--- src/rtl/trap_seq_pkg.sv ---
package trap_seq_pkg;
  typedef enum logic [2:0] {
    EV_NONE = 3'd0,
    EV_RST  = 3'd1,
    EV_EXC  = 3'd2,
    EV_EXT  = 3'd3,
    EV_RFI  = 3'd4
  } ev_e;
endpackage

--- src/rtl/trap_arbiter.sv ---
module trap_arbiter
  import trap_seq_pkg::*;
#(
  parameter int unsigned TYPE_W   = 4,
  parameter int unsigned RST_TYPE = 1,
  parameter int unsigned EXT_TYPE = 5
) (
  input  logic              boundary_i,
  input  logic              rst_req_i,
  input  logic              exc_req_i,
  input  logic [TYPE_W-1:0] exc_type_i,
  input  logic              ext_irq_i,
  input  logic              ee_i,
  input  logic              rfi_i,
  output ev_e               ev_o,
  output logic [TYPE_W-1:0] type_o
);
  localparam logic [TYPE_W-1:0] RstCode = TYPE_W'(RST_TYPE);
  localparam logic [TYPE_W-1:0] ExtCode = TYPE_W'(EXT_TYPE);

  // fixed priority: reset, exception, masked external, return
  always_comb begin
    ev_o   = EV_NONE;
    type_o = '0;
    if (boundary_i) begin
      if (rst_req_i) begin
        ev_o   = EV_RST;
        type_o = RstCode;
      end else if (exc_req_i) begin
        ev_o   = EV_EXC;
        type_o = exc_type_i;
      end else if (ext_irq_i && ee_i) begin
        ev_o   = EV_EXT;
        type_o = ExtCode;
      end else if (rfi_i) begin
        ev_o   = EV_RFI;
      end
    end
  end
endmodule

--- src/rtl/trap_vector_gen.sv ---
module trap_vector_gen #(
  parameter int unsigned       ADDR_W    = 32,
  parameter int unsigned       TYPE_W    = 4,
  parameter int unsigned       VEC_SHIFT = 8,
  parameter logic [ADDR_W-1:0] VEC_BASE  = 32'h0001_0000
) (
  input  logic [TYPE_W-1:0] type_i,
  output logic [ADDR_W-1:0] addr_o
);
  localparam int unsigned SpanW = TYPE_W + VEC_SHIFT;

  generate
    if (SpanW <= ADDR_W) begin : g_fit
      assign addr_o = VEC_BASE + (ADDR_W'(type_i) << VEC_SHIFT);
    end else begin : g_trunc
      logic [SpanW-1:0] off;
      assign off    = SpanW'(type_i) << VEC_SHIFT;
      assign addr_o = VEC_BASE + off[ADDR_W-1:0];
    end
  endgenerate
endmodule

--- src/rtl/trap_state_regs.sv ---
module trap_state_regs
  import trap_seq_pkg::*;
#(
  parameter int unsigned      ADDR_W  = 32,
  parameter int unsigned      MSR_W   = 32,
  parameter int unsigned      EE_BIT  = 16,
  parameter logic [MSR_W-1:0] MSR_RST = 32'h0001_0002
) (
  input  logic              clk_i,
  input  logic              rst_ni,
  input  ev_e               ev_i,
  input  logic [ADDR_W-1:0] next_pc_i,
  input  logic              msr_we_i,
  input  logic [MSR_W-1:0]  msr_wdata_i,
  output logic [MSR_W-1:0]  msr_o,
  output logic [ADDR_W-1:0] save_pc_o,
  output logic [MSR_W-1:0]  save_msr_o
);
  localparam logic [MSR_W-1:0] EeMask = MSR_W'(1) << EE_BIT;

  logic             entry;
  logic [MSR_W-1:0] msr_q, save_msr_q;
  logic [ADDR_W-1:0] save_pc_q;

  assign entry = (ev_i == EV_RST) || (ev_i == EV_EXC) || (ev_i == EV_EXT);

  always_ff @(posedge clk_i or negedge rst_ni) begin
    if (!rst_ni) begin
      msr_q      <= MSR_RST;
      save_pc_q  <= '0;
      save_msr_q <= '0;
    end else if (entry) begin
      save_pc_q  <= next_pc_i;
      save_msr_q <= msr_q;
      msr_q      <= msr_q & ~EeMask;
    end else if (ev_i == EV_RFI) begin
      msr_q <= save_msr_q;
    end else if (msr_we_i) begin
      // the arbiter reports EV_NONE off boundary; write gated by top
      msr_q <= msr_wdata_i;
    end
  end

  assign msr_o      = msr_q;
  assign save_pc_o  = save_pc_q;
  assign save_msr_o = save_msr_q;

  assert_ee_clear_R3: assert property (@(posedge clk_i) disable iff (!rst_ni)
    entry |=> !msr_q[EE_BIT] && (save_msr_q == $past(msr_q)));
  assert_save_pc_R3: assert property (@(posedge clk_i) disable iff (!rst_ni)
    entry |=> save_pc_q == $past(next_pc_i));
  assert_rfi_restore_R8: assert property (@(posedge clk_i) disable iff (!rst_ni)
    (ev_i == EV_RFI) |=> (msr_q == $past(save_msr_q)) && $stable(save_pc_q)
                         && $stable(save_msr_q));
endmodule

--- src/rtl/trap_sequencer.sv ---
module trap_sequencer
  import trap_seq_pkg::*;
#(
  parameter int unsigned       ADDR_W    = 32,
  parameter int unsigned       MSR_W     = 32,
  parameter int unsigned       TYPE_W    = 4,
  parameter int unsigned       EE_BIT    = 16,
  parameter int unsigned       VEC_SHIFT = 8,
  parameter int unsigned       RST_TYPE  = 1,
  parameter int unsigned       EXT_TYPE  = 5,
  parameter logic [ADDR_W-1:0] VEC_BASE  = 32'h0001_0000,
  parameter logic [MSR_W-1:0]  MSR_RST   = 32'h0001_0002
) (
  input  logic              clk_i,
  input  logic              rst_ni,
  input  logic              boundary_i,
  input  logic [ADDR_W-1:0] next_pc_i,
  input  logic              exc_req_i,
  input  logic [TYPE_W-1:0] exc_type_i,
  input  logic              ext_irq_i,
  input  logic              rst_req_i,
  input  logic              rfi_i,
  input  logic              msr_we_i,
  input  logic [MSR_W-1:0]  msr_wdata_i,
  output logic              redirect_o,
  output logic [ADDR_W-1:0] redirect_pc_o,
  output logic [2:0]        cause_o,
  output logic [MSR_W-1:0]  msr_o,
  output logic [ADDR_W-1:0] save_pc_o,
  output logic [MSR_W-1:0]  save_msr_o
);
  ev_e               ev;
  logic [TYPE_W-1:0] ev_type;
  logic [ADDR_W-1:0] vec_addr;
  logic              take;
  logic              redirect_q;
  logic [ADDR_W-1:0] redirect_pc_q;
  ev_e               cause_q;

  trap_arbiter #(
    .TYPE_W(TYPE_W), .RST_TYPE(RST_TYPE), .EXT_TYPE(EXT_TYPE)
  ) u_arb (
    .boundary_i (boundary_i),
    .rst_req_i  (rst_req_i),
    .exc_req_i  (exc_req_i),
    .exc_type_i (exc_type_i),
    .ext_irq_i  (ext_irq_i),
    .ee_i       (msr_o[EE_BIT]),
    .rfi_i      (rfi_i),
    .ev_o       (ev),
    .type_o     (ev_type)
  );

  trap_vector_gen #(
    .ADDR_W(ADDR_W), .TYPE_W(TYPE_W), .VEC_SHIFT(VEC_SHIFT), .VEC_BASE(VEC_BASE)
  ) u_vec (
    .type_i (ev_type),
    .addr_o (vec_addr)
  );

  trap_state_regs #(
    .ADDR_W(ADDR_W), .MSR_W(MSR_W), .EE_BIT(EE_BIT), .MSR_RST(MSR_RST)
  ) u_regs (
    .clk_i       (clk_i),
    .rst_ni      (rst_ni),
    .ev_i        (ev),
    .next_pc_i   (next_pc_i),
    .msr_we_i    (msr_we_i && boundary_i),
    .msr_wdata_i (msr_wdata_i),
    .msr_o       (msr_o),
    .save_pc_o   (save_pc_o),
    .save_msr_o  (save_msr_o)
  );

  assign take = (ev != EV_NONE);

  always_ff @(posedge clk_i or negedge rst_ni) begin
    if (!rst_ni) begin
      redirect_q    <= 1'b0;
      redirect_pc_q <= '0;
      cause_q       <= EV_NONE;
    end else begin
      redirect_q <= take;
      cause_q    <= ev;
      if (take) redirect_pc_q <= (ev == EV_RFI) ? save_pc_o : vec_addr;
    end
  end

  assign redirect_o    = redirect_q;
  assign redirect_pc_o = redirect_pc_q;
  assign cause_o       = cause_q;

  assert_idle_hold_R2: assert property (@(posedge clk_i) disable iff (!rst_ni)
    !boundary_i |=> !redirect_o && $stable(msr_o) && $stable(save_pc_o)
                    && $stable(save_msr_o));
  assert_vec_align_R4: assert property (@(posedge clk_i) disable iff (!rst_ni)
    (redirect_o && cause_o != 3'(EV_RFI)) |->
      redirect_pc_o[VEC_SHIFT-1:0] == VEC_BASE[VEC_SHIFT-1:0]);
  assert_ext_masked_R5: assert property (@(posedge clk_i) disable iff (!rst_ni)
    (boundary_i && ext_irq_i && !msr_o[EE_BIT] && !rst_req_i && !exc_req_i)
      |=> cause_o != 3'(EV_EXT));
  assert_rst_taken_R6: assert property (@(posedge clk_i) disable iff (!rst_ni)
    (boundary_i && rst_req_i) |=> redirect_o && cause_o == 3'(EV_RST));
  assert_exc_over_ext_R7: assert property (@(posedge clk_i) disable iff (!rst_ni)
    (boundary_i && exc_req_i && !rst_req_i) |=> cause_o == 3'(EV_EXC));
endmodule

--- config.mk ---
export PLATFORM = sky130hd
export DESIGN_NAME = trap_sequencer
export DESIGN_NICKNAME = d
export VERILOG_FILES = /design/src/rtl/trap_seq_pkg.sv /design/src/rtl/trap_arbiter.sv /design/src/rtl/trap_vector_gen.sv /design/src/rtl/trap_state_regs.sv /design/src/rtl/trap_sequencer.sv
export SDC_FILE = /design/constraint.sdc
export NUM_CORES = 1
export LEC_CHECK = 0
export ABC_AREA = 0
export BUFFER_PORTS_ARGS = -buffer_cell sky130_fd_sc_hd__buf_2
export CAP_MARGIN = 20
export CORE_MARGIN = 2
export CORE_UTILIZATION = 35
export DETAILED_ROUTE_END_ITERATION = 6
export PLACE_DENSITY_LB_ADDON = 0.05
export SLEW_MARGIN = 15
export SYNTH_ARGS = -nofsm -noshare
export SYNTH_HDL_FRONTEND = slang
export SYNTH_SLANG_ARGS = --single-unit
--- constraint.sdc ---
create_clock -name clk_i -period 3.2 [get_ports clk_i]
set_input_delay 0.32 -clock clk_i [delete_from_list [all_inputs] [get_ports clk_i]]
set_output_delay 0.32 -clock clk_i [all_outputs]
set_load 0.02 [all_outputs]
==> flow_metrics.tcl, run 1 <==
set metrics [dict create \
    gr-usage-met1 0.252 \
    yosys_register_bits 132 \
    rows 45 \
    max_freq_mhz 541 \
    ctsResizeCount 0 \
    rsz0062_at_grt "no" \
    grt_pass1_vias 4550 \
    slew-limit-headroom 0.451 \
    wire_per_inst_um 15.5 \
    cts.sinks 132 \
    cts_max_level 4 \
    grt_usage 0.190 \
    die_x_um 127 \
    setup_tns_ns 0 \
    cp_data_required_time_ns 3.54 \
    ys_seq_area_frac 0.623 \
    finalClockSkew_ns 0.00586 \
    cts_setup_buffers 0 \
    drt_wl_total_um 15100 \
    ir_worst_vdd_uv 348 \
    cts_buffer_depth 2 \
    dieArea_um2 16200 \
    drt_first_pass_iters 4 \
    grt-ovfl-total 0 \
    clk_pin_slew_ns 0.06 \
    drc_errors 0 \
    finalCritPeriodShare 0.577 \
    drtIter0Drc 241 \
    synth_cells 577 \
    p_leak_nw 3.93 \
    initial_core_util 0.353 \
    num_vias 4692 \
    cp_max_fo 45 \
    violations "negative hold slack" \
    ys_warn_count 0 \
    period_needed_ns 1.85 \
    multi_input_area_um2 1790 \
    setup_viol_count_final 0 \
    synthesis.area_um2 5310 \
    status "complete, but fails checks" \
    final_cell_mix "nand2_1, buf_2, dfrtp_1" \
    clk_latency_ns 0.41 \
    p_total_mw 4.98 \
    core_area_um2 15000 \
    hold_viol 17 \
    area.sequential_um2 3310 \
    reg2reg_from "u_regs.msr_o[16]" \
    startpoint_type "flop" \
    synthDistinctLibCells 28 \
    ioPinCount 208 \
    power.density_nw_per_um2 709 \
    synth_fp_nets 653 \
    grt_first_pass_wirelength_um 24000 \
    cap_violations 0 \
    criticalPathCategory "reg -> reg" \
    die_h_um 127 \
    slew_viol_final 0 \
    cts_tree "yes" \
    grt_max_degree 87 \
    drive_gt1_frac 0.318 \
    ctsHoldBuffers 0 \
    vias_per_cell 4.81 \
    syn_avg_cell_area_um2 9.20 \
    crit_arrival_ns 2.18 \
    hpwlAfterDp_um 9810 \
    worst_pin_slew_ns 0.824 \
    fillers 1509 \
    final_common_cell "nand2_1" \
    min_path_type "in -> async" \
    grt_util_met2 0.285 \
    r2r-end "u_regs.save_msr_o[27]" \
    cts_root_buffer "clkbuf_16" \
    cts_made_buffers 17 \
    layout.nets 849 \
    fin_util 0.467 \
    ant_nets 0 \
    r2r_cells 5 \
    use_met3 0.0603 \
    gp_congestion 0.795 \
    grt_antenna_before_repair 1 \
    r2r_slack_ns 1.35 \
    io_buffers 207 \
    hold_ws_ns -0.0206 \
    area_growth_pct 32.2 \
    end_kind "flop" \
    grt-busiest-layer "met2" \
]
cells in the mapped netlist:
| master | instances | share of area |
|---|---|---|
| a221o_1 | 1 | 0.0019 |
| and3_1 | 1 | 0.0012 |
| nand3_2 | 1 | 0.0019 |
| inv_1 | 4 | 0.0028 |
| a21boi_1 | 1 | 0.0014 |
| o21ai_4 | 1 | 0.0031 |
| dfstp_2 | 2 | 0.0099 |
| nor2_1 | 32 | 0.023 |
| and2b_4 | 1 | 0.0019 |
| a311oi_2 | 1 | 0.0028 |
| a21oi_4 | 1 | 0.0031 |
| and2_1 | 2 | 0.0024 |
| buf_4 | 9 | 0.013 |
| a2bb2oi_1 | 1 | 0.0017 |
| o22ai_1 | 32 | 0.038 |
| nand2_1 | 255 | 0.18 |
| a31o_2 | 1 | 0.0017 |
| buf_2 | 27 | 0.025 |
| o21ai_0 | 3 | 0.0028 |
| a21boi_0 | 1 | 0.0014 |
| a21oi_1 | 32 | 0.030 |
| a21o_1 | 3 | 0.0042 |
| nand3_1 | 29 | 0.027 |
| o2111a_1 | 1 | 0.0021 |
| dfrtp_1 | 130 | 0.61 |
| a32oi_1 | 1 | 0.0017 |
| o21ai_1 | 1 | 0.00094 |
| clkbuf_1 | 3 | 0.0021 |
routing by layer:
layer | wire, µm | up-vias
met1 | 6900 | 2221
li1 | - | 2278
met5 | 0 | -
met2 | 6770 | 165
met4 | 382 | 0
met3 | 1040 | 28
worst max-delay path by stage:
stage,from,end,slack [ns],cells after the start
after floorplan,exc_req_i,u_regs.msr_o[23],1.82,7
after detailed placement,boundary_i,u_regs.msr_o[4],1.26,5
after CTS,u_regs.msr_o[16],u_regs.save_msr_o[27],1.33,5
final,u_regs.msr_o[16],u_regs.save_msr_o[27],1.35,5
after global placement,boundary_i,u_regs.msr_o[19],1.30,5
after global routing,u_regs.msr_o[16],u_regs.save_msr_o[2],1.22,5
state kept, by name (all words and copies together), names as in the netlist:
name / flops
cause_o: 3
redirect_o: 1
redirect_pc_o: 32
u_regs.save_msr_o: 32
u_regs.msr_o: 32
u_regs.save_pc_o: 32
power breakdown:
part           leakage, nW  switching (mW)  internal (mW)
sequential            1.66           0.199           1.93
clock                0.268           0.658           1.12
combinational         2.00           0.713          0.355
critical path, cell delays in order, from the launching register on:
cell      delay (ns)
dfstp_2         0.59
a21oi_4         0.10
a21boi_4        0.58
buf_12          0.33
nand2_1         0.10
nand2_1         0.07
area by class of cell:
| type | instances | area share |
|---|---|---|
| Inverter | 4 | 0.00214 |
| Tap cell | 188 | 0.0335 |
| Antenna cell | 2 | 0.000713 |
| Clock inverter | 5 | 0.00713 |
| Multi-Input combinational cell | 402 | 0.254 |
| Clock buffer | 26 | 0.0697 |
| Sequential cell | 132 | 0.471 |
| Timing Repair Buffer | 216 | 0.162 |
metrics by stage:
stage,area [µm²],setup slack [ns],instances
CTS,7020,1.33,973
global placement,6480,1.30,942
finish,7020,1.35,975
detailed placement,6480,1.26,942
floorplan,5310,1.82,577
global route,7020,1.22,974
cell families (layout without fill, tap and decap cells):
kind of cell | Yosys count | after routing | synth area share
other | 0 | 2 | 0
flip-flops | 132 | 132 | 0.623
AND/OR/NAND/NOR | 321 | 321 | 0.238
buffers and inverters | 43 | 251 | 0.0431
AO/OA/AOI/OAI | 81 | 81 | 0.0966
Power figures use the tool's default switching activity.
==> run 2: changes to the inputs <==
==> constraint.sdc (replaced) <==
create_clock -name clk_i -period 1.76 [get_ports clk_i]
set_input_delay 0.176 -clock clk_i [delete_from_list [all_inputs] [get_ports clk_i]]
set_output_delay 0.176 -clock clk_i [all_outputs]
set_load 0.02 [all_outputs]
==> flow_metrics.tcl, run 2 (synthesized netlist as in run 1, its figures left out) <==
set metrics [dict create \
    slew-limit-headroom 0.681 \
    clkPwrFrac 0.387 \
    post-place-ws_ns -0.0498 \
    final_cell_mix "nand2_1, buf_2, dfrtp_1, dlygate4sd3_1" \
    end_kind "flop" \
    cp_max_fo 26 \
    die_h_um 127 \
    cts_buffer_depth 2 \
    grt_pass1_vias 4855 \
    area_growth_pct 42.7 \
    multi_input_area_um2 1790 \
    seqPwrFrac 0.401 \
    hpwlAfterDp_um 10100 \
    power_switching_mw 2.96 \
    finalCritPeriodShare 0.922 \
    vias_per_cell 4.79 \
    power_switching_share 0.307 \
    num_vias 4886 \
    area.sequential_um2 3310 \
    worst_pin_slew_ns 0.478 \
    cap_violations 0 \
    pwr-share-comb 0.211 \
    ir_worst_vdd_uv 672 \
    hp-start "boundary_i" \
    p_leak_nw 4.18 \
    max_freq_mhz 616 \
    cts_tree "yes" \
    hold_viol 0 \
    drive_gt1_frac 0.320 \
    reg2reg_from "u_regs.msr_o[16]" \
    cts_setup_buffers 0 \
    finalClockSkew_ns 0.00555 \
    grt_usage 0.201 \
    drt_wl_total_um 15700 \
    cts.sinks 132 \
    min_path_type "in -> reg" \
    io_buffers 207 \
    fillers 1436 \
    layout.nets 893 \
    period_needed_ns 1.62 \
    setup_viol_count_final 0 \
    ant_nets 0 \
    die_x_um 127 \
    wire_per_inst_um 15.4 \
    cts_root_buffer "clkbuf_16" \
    hold_ws_ns 0.0352 \
    gp_congestion 0.777 \
    core_area_um2 15000 \
    drt_first_pass_iters 6 \
    power.density_nw_per_um2 1270 \
    crit_arrival_ns 1.91 \
    status "complete, no violations" \
    drtIter0Drc 260 \
    p_total_mw 9.64 \
    final_common_cell "nand2_1" \
    drc_errors 0 \
    initial_core_util 0.353 \
    cp_data_required_time_ns 2.04 \
    grt_antenna_before_repair 1 \
    criticalPathCategory "reg -> reg" \
    cts_max_level 4 \
    dieArea_um2 16200 \
    slew_viol_final 0 \
    rows 45 \
    p_int_mw 6.68 \
    worst_slack_ns 0.136 \
    fin_util 0.504 \
    clk_latency_ns 0.42 \
    rsz0062_at_grt "no" \
    cp-startpoint "u_regs.msr_o[16]" \
    startpoint_type "flop" \
    grt-ovfl-total 0 \
    clk_pin_slew_ns 0.06 \
    grt_max_degree 67 \
    ioPinCount 208 \
    grt_first_pass_wirelength_um 25300 \
    cts_made_buffers 17 \
]
## run 2: area by class of cell
cell class                 instances  share of cell area
sequential                       132               0.436
tap                              188              0.0311
clock buffer                      24              0.0676
inverter                           4             0.00198
timing repair buffer             260               0.210
clock inverter                     8              0.0159
antenna                            2            0.000661
multi-input combinational        402               0.237
## run 2: path summary, 6_finish.rpt
check	endpoint	slack, ns	cells past startpoint
hold / removal	redirect_pc_o[9]	0.04	2
setup / recovery	u_regs.msr_o[21]	0.14	5
min in group asynchronous	u_regs.save_msr_o[19]	0.27	2
setup reg to reg	u_regs.msr_o[21]	0.14	5
hold reg to reg	redirect_pc_o[1]	0.48	2
max in group asynchronous	u_regs.msr_o[16]	0.83	3
## run 2: power groups by stage
stage | clock network [mW] | logic, mW | registers [mW]
2_1_floorplan | 0 | 0.577 | 4.46
3_3_place_gp | 0 | 1.97 | 3.90
6_report | 3.74 | 2.04 | 3.87
3_5_place_dp | 0 | 2.00 | 3.92
4_1_cts | 3.82 | 2.06 | 3.87
5_1_grt | 3.96 | 2.24 | 3.94
## run 2: critical path, stage by stage (launching register included)
cell,delay [ns]
dfstp_2,0.38
buf_4,0.14
a21o_1,0.18
o21ai_4,0.30
buf_4,0.36
a21oi_1,0.12
## run 2: what timing repair did
item	4_1_cts	5_1_grt
endpoints found under the setup margin	31	0
hold endpoints to repair	77	0
hold buffers	34	0
resized for setup	1	0
## run 2: metal layers
layer  track usage  wire length, µm  vias up
met3        0.0657             1110       24
li1              -                -     2357
met5             0                0        -
met2         0.320             7440      174
met4        0.0814              334        0
met1         0.254             6770     2331
## run 2: per-stage QoR
stage                     TNS [ns]  std cells  area, µm²
after floorplan                  0        577       5310
after global placement           0        952       6590
after detailed placement    -0.731        952       6590
after CTS                        0       1018       7570
after global routing             0       1018       7570
final                            0       1020       7570
==> run 3: changes to the inputs <==
--- a/config.mk
+++ b/config.mk
@@ -6,11 +6,11 @@
 export NUM_CORES = 1
 export LEC_CHECK = 0
 export ABC_AREA = 0
-export BUFFER_PORTS_ARGS = -buffer_cell sky130_fd_sc_hd__buf_2
 export CAP_MARGIN = 20
 export CORE_MARGIN = 2
 export CORE_UTILIZATION = 35
 export DETAILED_ROUTE_END_ITERATION = 6
+export DONT_BUFFER_PORTS = 1
 export PLACE_DENSITY_LB_ADDON = 0.05
 export SLEW_MARGIN = 15
 export SYNTH_ARGS = -nofsm -noshare
==> flow_metrics.tcl, run 3 (synthesized netlist as in run 1, its figures left out) <==
set metrics [dict create \
    status "complete, but fails checks" \
    violations "negative hold slack" \
    end_kind "flop" \
    final_common_cell "nand2_1" \
    fillers 1425 \
    hpwlAfterDp_um 9320 \
    cts_buffer_depth 2 \
    worst_slack_ns 0.156 \
    cts_root_buffer "clkbuf_16" \
    num_vias 4239 \
    cp_data_required_time_ns 2.04 \
    final_cell_mix "nand2_1, dfrtp_1, dlygate4sd3_1" \
    drc_errors 0 \
    gp_congestion 0.761 \
    ctsHoldBuffers 70 \
    cts_setup_buffers 0 \
    hold_viol 132 \
    cpPeakStageDelay_ns 0.55 \
    ir_worst_vdd_uv 571 \
    multi_input_area_um2 1790 \
    clk_pin_slew_ns 0.06 \
    ioPinCount 208 \
    path_buf_inv 1 \
    vias_per_cell 5.05 \
    grt_first_pass_wirelength_um 24100 \
    ant_nets 0 \
    reg2reg_from "u_regs.msr_o[16]" \
    cts_max_level 4 \
    p_total_mw 8.78 \
    die_x_um 127 \
    stdcell_count 840 \
    grt_antenna_before_repair 0 \
    worst_pin_slew_ns 0.443 \
    crit_chain "buf_4, a21o_1, o21ai_4, and3_1, a221o_1" \
    p_leak_nw 3.37 \
    finalCritPeriodShare 0.911 \
    io_buffers 0 \
    initial_core_util 0.353 \
    finalClockSkew_ns 0.00442 \
    area_growth_pct 28.2 \
    period_needed_ns 1.60 \
    startpoint_type "flop" \
    cts.sinks 132 \
    cap_violations 0 \
    dieArea_um2 16200 \
    cts_tree "yes" \
    slew_viol_final 0 \
    slew-limit-headroom 0.705 \
    crit_arrival_ns 1.89 \
    min_path_type "in -> async" \
    drt_first_pass_iters 4 \
    placed_cells 738 \
    hold_ws_ns -0.534 \
    cts_made_buffers 17 \
    criticalPathCategory "reg -> reg" \
    grt-ovfl-total 0 \
    layout.nets 715 \
    grt_usage 0.191 \
    wire_per_inst_um 17.9 \
    area.sequential_um2 3310 \
    die_h_um 127 \
    cp_max_fo 5 \
    critPathSlowestCell "dfstp_2" \
    cp-startpoint "u_regs.msr_o[16]" \
    grt_max_degree 133 \
    drtIter0Drc 183 \
    rows 45 \
    drive_gt1_frac 0.0782 \
    grt_pass1_vias 4462 \
    setup_viol_count_final 0 \
    critPathTopFamily "compound AO/OA/AOI/OAI gates" \
    drt_wl_total_um 15000 \
    diodes 0 \
    core_area_um2 15000 \
    power.density_nw_per_um2 1290 \
    rsz0062_at_grt "no" \
    post-place-ws_ns -0.0537 \
    max_freq_mhz 623 \
    clk_latency_ns 0.41 \
]
## run 3: area by class of cell
| class | count | share of cell area |
|---|---|---|
| well taps | 188 | 0.0346 |
| clock inverters | 9 | 0.0114 |
| inverters | 4 | 0.00221 |
| clock buffers | 23 | 0.0717 |
| multi-input cells | 402 | 0.264 |
| flip-flops and latches | 132 | 0.486 |
| repair buffers | 82 | 0.131 |
## run 3: path summary, 6_finish.rpt
| check | end | slack, ns | cells past startpoint |
|---|---|---|---|
| max in group asynchronous | u_regs.msr_o[1] | 1.96 | 0 |
| min | u_regs.save_msr_o[20] | -0.53 | 0 |
| min reg2reg | u_regs.save_msr_o[1] | 0.55 | 2 |
| max | redirect_pc_o[8] | 0.16 | 5 |
| min in group clk_i | redirect_pc_o[8] | 0.03 | 2 |
| max reg2reg | redirect_pc_o[8] | 0.16 | 5 |
## run 3: metrics by stage
stage          area (µm²)  TNS [ns]  utilization  hold slack, ns
2_1_floorplan        5310         0            -          -0.120
3_3_place_gp         5530   -0.0138        0.368          -0.116
3_5_place_dp         5530    -0.790        0.368          -0.115
4_1_cts              6810         0        0.453          -0.558
5_1_grt              6810         0        0.453          -0.560
6_report             6810         0        0.453          -0.534
## run 3: timing repair
item / in CTS / in global routing
endpoints found under the setup margin: 31 / 0
resized for setup: 1 / 0
endpoints found under the hold margin: 201 / 132
## run 3: worst register-to-register path: stages, from the launching register on
cell     delay [ns]
dfstp_2        0.55
buf_4          0.18
a21o_1         0.19
o21ai_4        0.11
and3_1         0.20
a221o_1        0.26
## run 3: per-layer routing
| layer | up-vias | track usage | routed length [µm] |
|---|---|---|---|
| met5 | - | 0 | 0 |
| met4 | 0 | 0.0873 | 380 |
| met3 | 26 | 0.0720 | 1360 |
| met2 | 179 | 0.291 | 6810 |
| met1 | 2030 | 0.243 | 6450 |
| li1 | 2004 | - | - |
## run 3: power by group
part | total [mW] | switching (mW) | internal [mW]
clock network | 3.35 | 1.28 | 2.08
logic | 0.843 | 0.443 | 0.400
registers | 4.58 | 1.07 | 3.50
total | 8.78 | 2.79 | 5.98
